<file path="src/rtl/ser_shift_pkg.sv">
package ser_shift_pkg;
  typedef enum logic [1:0] {
    SH_HOLD  = 2'd0,
    SH_SHIFT = 2'd1,
    SH_LOAD  = 2'd2
  } sh_op_e;
endpackage

</file>
<file path="src/rtl/ser_sync.sv">
module ser_sync #(
  parameter int unsigned WIDTH   = 1,
  parameter int unsigned STAGES  = 2,
  parameter logic        RST_VAL = 1'b0
) (
  input  logic             clk_i,
  input  logic             rst_ni,
  input  logic [WIDTH-1:0] d_i,
  output logic [WIDTH-1:0] q_o
);
  logic [WIDTH-1:0] stg_q [STAGES];

  for (genvar s = 0; s < STAGES; s++) begin : g_stage
    always_ff @(posedge clk_i or negedge rst_ni) begin
      if (!rst_ni) stg_q[s] <= {WIDTH{RST_VAL}};
      else if (s == 0) stg_q[s] <= d_i;
      else stg_q[s] <= stg_q[(s == 0) ? 0 : s-1];
    end
  end

  assign q_o = stg_q[STAGES-1];
endmodule

</file>
<file path="src/rtl/ser_fall_det.sv">
module ser_fall_det (
  input  logic clk_i,
  input  logic rst_ni,
  input  logic lvl_i,
  output logic fall_o
);
  logic prev_q;

  always_ff @(posedge clk_i or negedge rst_ni) begin
    if (!rst_ni) prev_q <= 1'b1;
    else         prev_q <= lvl_i;
  end

  assign fall_o = prev_q & ~lvl_i;

  // one detected fall per high-to-low transition
  a_r4_single_fall: assert property (@(posedge clk_i) disable iff (!rst_ni)
    fall_o |=> !fall_o);
endmodule

</file>
<file path="src/rtl/ser_shreg.sv">
module ser_shreg
  import ser_shift_pkg::*;
#(
  parameter int unsigned DATA_W = 8
) (
  input  logic              clk_i,
  input  logic              rst_ni,
  input  sh_op_e            op_i,
  input  logic              sin_i,
  input  logic [DATA_W-1:0] load_i,
  output logic [DATA_W-1:0] q_o
);
  logic [DATA_W-1:0] q_q;

  always_ff @(posedge clk_i or negedge rst_ni) begin
    if (!rst_ni) q_q <= '0;
    else begin
      unique case (op_i)
        SH_LOAD:  q_q <= load_i;
        SH_SHIFT: q_q <= {q_q[DATA_W-2:0], sin_i};
        default:  q_q <= q_q;
      endcase
    end
  end

  assign q_o = q_q;

  a_r2_shift_in: assert property (@(posedge clk_i) disable iff (!rst_ni)
    op_i == SH_SHIFT |=> q_o == {$past(q_o[DATA_W-2:0]), $past(sin_i)});
  a_r8_load: assert property (@(posedge clk_i) disable iff (!rst_ni)
    op_i == SH_LOAD |=> q_o == $past(load_i));
  a_r8_hold: assert property (@(posedge clk_i) disable iff (!rst_ni)
    op_i == SH_HOLD |=> $stable(q_o));
endmodule

</file>
<file path="src/rtl/ser_bitcnt.sv">
module ser_bitcnt #(
  parameter int unsigned CNT_W = 4
) (
  input  logic clk_i,
  input  logic rst_ni,
  input  logic step_i,
  input  logic clr_i,
  output logic done_o
);
  localparam int unsigned TopBit = CNT_W - 1;

  logic [CNT_W-1:0] cnt_q;

  always_ff @(posedge clk_i or negedge rst_ni) begin
    if (!rst_ni)                    cnt_q <= '0;
    else if (clr_i)                 cnt_q <= '0;
    else if (step_i && !cnt_q[TopBit]) cnt_q <= cnt_q + 1'b1;
  end

  assign done_o = cnt_q[TopBit];

  a_r5_step: assert property (@(posedge clk_i) disable iff (!rst_ni)
    step_i && !clr_i && !cnt_q[TopBit] |=> cnt_q == $past(cnt_q) + 1'b1);
  a_r6_hold_at_top: assert property (@(posedge clk_i) disable iff (!rst_ni)
    cnt_q[TopBit] && !clr_i |=> $stable(cnt_q));
  a_r7_clear: assert property (@(posedge clk_i) disable iff (!rst_ni)
    clr_i |=> cnt_q == '0 && !done_o);
  a_r6_no_wrap: assert property (@(posedge clk_i) disable iff (!rst_ni)
    $fell(done_o) |-> $past(clr_i));
endmodule

</file>
<file path="src/rtl/ser_shift_unit.sv">
module ser_shift_unit
  import ser_shift_pkg::*;
#(
  parameter int unsigned DATA_W      = 8,
  parameter int unsigned CNT_W       = 4,
  parameter int unsigned SYNC_STAGES = 2
) (
  input  logic              clk_i,
  input  logic              rst_ni,
  input  logic              sclk_i,
  input  logic              sdin_i,
  input  logic              data_wr_i,
  input  logic [DATA_W-1:0] data_wdata_i,
  output logic [DATA_W-1:0] data_rdata_o,
  input  logic              irq_clr_i,
  output logic              irq_o,
  output logic              sdo_o,
  output logic              sdo_pull_o
);
  logic   sclk_s, sdin_s, fall;
  sh_op_e op;
  logic [DATA_W-1:0] shreg;

  // idle-high reset value keeps reset release from looking like a fall
  ser_sync #(.WIDTH(1), .STAGES(SYNC_STAGES), .RST_VAL(1'b1)) u_sync_sclk (
    .clk_i (clk_i), .rst_ni (rst_ni), .d_i (sclk_i), .q_o (sclk_s)
  );
  ser_sync #(.WIDTH(1), .STAGES(SYNC_STAGES), .RST_VAL(1'b0)) u_sync_sdin (
    .clk_i (clk_i), .rst_ni (rst_ni), .d_i (sdin_i), .q_o (sdin_s)
  );

  ser_fall_det u_fall (
    .clk_i (clk_i), .rst_ni (rst_ni), .lvl_i (sclk_s), .fall_o (fall)
  );

  always_comb begin
    if (data_wr_i) op = SH_LOAD;
    else if (fall) op = SH_SHIFT;
    else           op = SH_HOLD;
  end

  ser_shreg #(.DATA_W(DATA_W)) u_shreg (
    .clk_i (clk_i), .rst_ni (rst_ni), .op_i (op),
    .sin_i (sdin_s), .load_i (data_wdata_i), .q_o (shreg)
  );

  ser_bitcnt #(.CNT_W(CNT_W)) u_cnt (
    .clk_i (clk_i), .rst_ni (rst_ni), .step_i (fall),
    .clr_i (irq_clr_i), .done_o (irq_o)
  );

  assign data_rdata_o = shreg;
  assign sdo_o        = shreg[DATA_W-1];
  assign sdo_pull_o   = ~shreg[DATA_W-1];

  a_r9_load_wins: assert property (@(posedge clk_i) disable iff (!rst_ni)
    data_wr_i && fall |=> data_rdata_o == $past(data_wdata_i));
  a_r10_clear_wins: assert property (@(posedge clk_i) disable iff (!rst_ni)
    irq_clr_i && fall |=> !irq_o);
  a_r3_out_bit: assert property (@(posedge clk_i) disable iff (!rst_ni)
    fall && !data_wr_i |=> sdo_o == $past(data_rdata_o[DATA_W-2]));
endmodule

</file>
<file path="config.mk">
export PLATFORM = sky130hd
export DESIGN_NAME = ser_shift_unit
export DESIGN_NICKNAME = d
export VERILOG_FILES = /design/src/rtl/ser_shift_pkg.sv /design/src/rtl/ser_sync.sv /design/src/rtl/ser_fall_det.sv /design/src/rtl/ser_shreg.sv /design/src/rtl/ser_bitcnt.sv /design/src/rtl/ser_shift_unit.sv
export SDC_FILE = /design/constraint.sdc
export NUM_CORES = 1
export LEC_CHECK = 0
export BUFFER_PORTS_ARGS = -buffer_cell sky130_fd_sc_hd__clkbuf_2
export CORE_MARGIN = 3
export CORE_UTILIZATION = 40
export CTS_CLUSTER_SIZE = 40
export DETAILED_ROUTE_END_ITERATION = 8
export GPL_TIMING_DRIVEN = 0
export PLACE_DENSITY = 0.64
export REMOVE_ABC_BUFFERS = 1
export SETUP_SLACK_MARGIN = 0.2
export SLEW_MARGIN = 15
export SYNTH_ARGS = -nofsm -noshare
export SYNTH_HDL_FRONTEND = slang
export SYNTH_SLANG_ARGS = --single-unit
</file>
<file path="constraint.sdc">
create_clock -name clk_i -period 2.4 [get_ports clk_i]
set_input_delay 0.24 -clock clk_i [delete_from_list [all_inputs] [get_ports clk_i]]
set_output_delay 0.24 -clock clk_i [all_outputs]
set_load 0.02 [all_outputs]
</file>
==> flow_summary.ini, run 1 <==
[power_and_ir_drop]
power_density_mw_per_mm2 = 606
p_total_uw = 580
p_leak_uw = 0.000445
irDropWorstVdd_mv = 0.336

[grt]
grt_pass1_vias = 536
grt_max_degree = 25
grt_overflow = 0
grt_pass1_wl_um = 2470
antenna_found_initial = 0
track_usage_pct = 12.6

[route]
ant_nets = 0
route.detailed.drc = 0
wl_per_cell_um = 12.9
vias_per_cell = 5.04
drtIter0Drc = 1
num_vias = 565
drtPass1Iterations = 2
wl_um = 1450

[finish]
layout_commonest_cell = clkbuf_2
syn2layout_area_growth_pct = 19.5
final_cell_area_um2 = 957
drive_gt1_share_pct = 37.9
final_cells = 112
nNetsFinal = 103
layout_common_cells = clkbuf_2 (24), dfrtp_1 (14), nor2b_1 (9)
num_antenna_cells = 0

[worst_setup_path]
rr_endpoint = u_cnt.cnt_q[0]$_DFFE_PN0P_
path_buf_inv = 0
worstReg2RegStart = u_fall.prev_q$_DFF_PN1_
critPathSlowestCell = dfstp_2
slowest_delay_ns = 0.62
crit_arrival_ns = 1.51
path_cells = nor3b_2, mux2_1
cp-start-kind = register
startpoint = u_fall.prev_q$_DFF_PN1_
path_class = reg2reg
r2r_setup_slack_ns = 1.07
crit_fanout = 11
crit_family = flip-flops
crit_path_end_kind = register
reg2regPathDepth = 2
required_ns = 2.58

[hold_path]
hold_start = sclk_i
whs_endpoint = u_sync_sclk.stg_q[1]$_DFF_PN1_
hold_path_class = in2reg
holdPathStages = 1

[clock_network]
cts_made_buffers = 3
cts_setup_buffers = 0
cts.clk_slew.worst_paths_ns = 0.10
clk_latency_ns = 0.28
root_buffer = clkbuf_4
cts_max_level = 1
clock_path_buffers = 2
tritoncts = built
ctsHoldBuffers = 1
ctsResizeCount = 0
cts_sinks = 17

[place]
place.gp.congestion = 0.710
port_buffers = 24
placed_area_um2 = 921
dp.cells = 107
post-place-ws_ns = 1.06
dpl.hpwl_um = 1040

[yosys]
yosysUniqueCellTypes = 19
syn_avg_cell_area_um2 = 12.5
ys_ff_latch = 17
netlist_instances = 64
ys_seq_area_share_pct = 53.6
netlist_area_um2 = 801
yosysWarnings = 0

[sta]
finClkSkew_ns = 0.00589
finalMaxSlewViolations = 0
fin_setup_tns_ns = 0
worst_slew_pin_slew_ns = 0.416
setup_violations = 0
slew_headroom_pct = 72.2
finalHoldViolCount = 0
post-route-period-util_pct = 55.5
grt_setup_unrepaired = no
fin_ws_ns = 1.07
min_period_ns = 1.33
max_freq_mhz = 750

[floorplanning]
coreArea_mm2 = 0.00180
rows = 15
die_h_um = 50.7
die_area_mm2 = 0.00257
initial_core_util_pct = 44.4
pin_count = 25
die_w_um = 50.7

[flow_run]
max-cap-violations = 0

[status]
outcome = finished, final reports clean
stage by stage:
step | hold WS [ns] | util (%)
floorplan | -0.0556 | -
global placement | 0.197 | 51.1
detailed placement | 0.197 | 51.1
CTS | 0.0203 | 53.1
global route | 0.0162 | 53.1
finish | 0.0276 | 53.1
registers in the layout, indices dropped and copies added (netlist names):
| register | cells |
|---|---|
| u_shreg.q_o | 8 |
| u_cnt.cnt_q | 4 |
| u_fall.prev_q | 1 |
| u_sync_sclk.stg_q | 1 |
| u_sync_sdin.q_o | 1 |
| u_sync_sdin.stg_q | 1 |
| u_sync_sclk.q_o | 1 |
cell families (layout without fill, tap and decap cells):
logic type	after synthesis	after routing	synth area share, %
buffers and inverters	8	31	4.84
adders and majority gates	1	1	1.56
DFF	17	17	53.6
and+or+nand+nor	26	26	25.0
muxes	3	3	3.91
AOI/OAI and AO/OA	9	9	11.1
worst max path at each step:
| stage | end | slack [ns] | depth (start not counted) |
|---|---|---|---|
| 2_1_floorplan | u_cnt.cnt_q[0]$_DFFE_PN0P_ | 1.17 | 2 |
| 3_3_place_gp | u_shreg.q_o[5]$_DFFE_PN0P_ | 1.06 | 2 |
| 3_5_place_dp | u_cnt.cnt_q[0]$_DFFE_PN0P_ | 1.06 | 2 |
| 4_1_cts | u_shreg.q_o[0]$_DFFE_PN0P_ | 1.06 | 2 |
| 5_1_grt | u_shreg.q_o[0]$_DFFE_PN0P_ | 0.98 | 2 |
| 6_report | u_cnt.cnt_q[0]$_DFFE_PN0P_ | 1.07 | 2 |
routing by layer:
metal  GRT usage, %  wire length, µm  vias to the layer above
met1           16.1              692                      261
met2           20.7              652                       18
li1               -                -                      284
met5              0                0                        -
met3           4.15               99                        2
met4           2.69                5                        0
power by group:
part | leakage [µW] | switching, µW | internal [µW]
Clock | 0.0000150 | 86.2 | 64.4
Sequential | 0.000208 | 16.3 | 309
Combinational | 0.000222 | 54.8 | 49.3
area by class of cell:
class	count	area [µm²]
clock buffers	4	26.3
fillers	174	845
repair buffers	25	130
flip-flops and latches	17	429
well taps	25	31.3
inverters	2	7.51
multi-input cells	39	333
synth_stat cells (all sizes together):
cell type   n  area (µm²)
a221o       8        80.1
and4bb      1        12.5
buf         5        27.5
clkbuf      1        3.75
dfrtp      14         350
dfstp       3        78.8
ha          1        12.5
inv         2        7.51
mux2        1        11.3
mux2i       2        20.0
nand2       1        3.75
nand2b      4        25.0
nor2        1        3.75
nor2b       9        56.3
nor3b       1        12.5
nor4bb      8        80.1
o32ai       1        8.76
or2         1        6.26
Power figures use the tool's default switching activity.
==> run 2: changes to the inputs <==
Clock period 2.4 ns to 1.35 ns, I/O delays scaled along.
==> run 2 against run 1 <==
Clock power is 76% higher; final area increased by 6.9%; non-clock buffer count is 6 higher; die area is the same; combinational power is 98% higher; clock skew down 0.0017 ns; hold slack improved by 0.054 ns; largest cell class unchanged.
==> flow_summary.ini, run 2 (synthesis results as in run 1) <==
[status]
outcome = finished, final reports clean

[worst_setup_path]
path_class = reg2reg
crit_path_end_kind = register
critPathSlowestCell = dfstp_2
crit_family = flip-flops
rr_endpoint = u_cnt.cnt_q[0]$_DFFE_PN0P_
r2r_setup_slack_ns = 0.11
slowest_delay_ns = 0.59
worstReg2RegStart = u_fall.prev_q$_DFF_PN1_
path_cells = nor3b_4, mux2_4
required_ns = 1.53
crit_arrival_ns = 1.42
cp-start-kind = register
crit_fanout = 6
reg2regPathDepth = 2
path_buf_inv = 0

[floorplanning]
die_h_um = 50.7
die_area_mm2 = 0.00257
rows = 15
initial_core_util_pct = 44.4
pin_count = 25
coreArea_mm2 = 0.00180
die_w_um = 50.7

[sta]
grt_setup_unrepaired = yes
finalMaxSlewViolations = 0
worst_slew_pin_slew_ns = 0.424
setup_violations = 0
slew_headroom_pct = 71.7
max_freq_mhz = 806
post-route-period-util_pct = 91.9
finClkSkew_ns = 0.00416
fin_setup_tns_ns = 0
finalHoldViolCount = 0
min_period_ns = 1.24

[grt]
grt_pass1_wl_um = 2590
track_usage_pct = 13.3
grt_max_degree = 25
antenna_found_initial = 0
grt_overflow = 0
grt_pass1_vias = 574

[finish]
final_cells = 118
layout_commonest_cell = clkbuf_2
n_fill_cell = 170
layout_common_cells = clkbuf_2 (24), dfrtp_1 (14), nor2b_1 (9)
largest_reg_flops = 8
nNetsFinal = 109
syn2layout_area_growth_pct = 27.8
num_antenna_cells = 0
drive_gt1_share_pct = 43.0
fin_util_pct = 56.8

[clock_network]
cts_max_level = 1
tritoncts = built
clock_path_buffers = 2
cts_sinks = 17
cts_made_buffers = 3
root_buffer = clkbuf_4
clk_latency_ns = 0.28
cts.clk_slew.worst_paths_ns = 0.10

[flow_run]
max-cap-violations = 0

[place]
place.gp.congestion = 0.710
port_buffers = 24
dpl.hpwl_um = 1040
dp.cells = 107

[route]
ant_nets = 0
route.detailed.drc = 0
wl_um = 1540
num_vias = 590
vias_per_cell = 5.00
drtIter0Drc = 3
wl_per_cell_um = 13.1
drtPass1Iterations = 3

[power_and_ir_drop]
irDropWorstVdd_mv = 0.601
power_density_mw_per_mm2 = 1030
p_total_uw = 1050
p_leak_uw = 0.000474

[hold_path]
holdPathStages = 2
hold_path_class = in2reg
hold_start = data_wdata_i[2]
whs_endpoint = u_shreg.q_o[2]$_DFFE_PN0P_
## run 2: where the power goes
group / internal [µW] / switching [µW]
registers: 549 / 29.4
clock network: 114 / 152
logic: 103 / 103
## run 2: worst reg2reg max path, cell delays in order (launching register included)
cell	delay (ns)
dfstp_2	0.59
nor3b_4	0.24
mux2_4	0.32
## run 2: final cells by class
cell class                      count  area [µm²]  share of cell area, %
Sequential cell                    17         429                   41.9
Multi-Input combinational cell     39         352                   34.4
Timing Repair Buffer               31         178                   17.4
Tap cell                           25        31.3                   3.06
Clock buffer                        4        26.3                   2.57
Inverter                            2        7.51                  0.733
## run 2: how the worst max path moves through the flow
stage | startpoint | end | slack (ns) | cells past startpoint
2_1_floorplan | u_fall.prev_q$_DFF_PN1_ | u_cnt.cnt_q[0]$_DFFE_PN0P_ | 0.12 | 2
3_3_place_gp | u_fall.prev_q$_DFF_PN1_ | u_shreg.q_o[5]$_DFFE_PN0P_ | 0.008 | 2
3_5_place_dp | u_fall.prev_q$_DFF_PN1_ | u_cnt.cnt_q[0]$_DFFE_PN0P_ | 0.009 | 2
4_1_cts | u_fall.prev_q$_DFF_PN1_ | u_cnt.cnt_q[0]$_DFFE_PN0P_ | 0.11 | 2
5_1_grt | u_sync_sclk.q_o$_DFF_PN1_ | u_shreg.q_o[0]$_DFFE_PN0P_ | 0.06 | 2
6_report | u_fall.prev_q$_DFF_PN1_ | u_cnt.cnt_q[0]$_DFFE_PN0P_ | 0.11 | 2
## run 2: through the flow
stage / setup slack (ns) / hold slack [ns] / cell area [µm²]
finish: 0.109 / 0.0815 / 1020
global route: 0.0600 / 0.0751 / 1020
CTS: 0.108 / 0.0747 / 1020
detailed placement: 0.00947 / 0.0916 / 921
global placement: 0.00811 / 0.0919 / 921
floorplan: 0.120 / -0.161 / 769
## run 2: layer usage
metal	wire, µm	track usage (%)	share of wire (%)
met2	729	22.6	47
met1	709	16.5	46
met3	98	4.15	6.4
met4	5	2.69	0.32
met5	0	0	0
## run 2: timing repair
item | 4_1_cts | 5_1_grt
hold buffers | 3 | 0
endpoints found under the setup margin | 12 | 12
resized for setup | 4 | 1
buffers inserted | 4 | 0
pin swaps | 2 | 0
cloned | 0 | 0
endpoints found under the hold margin | 16 | 0
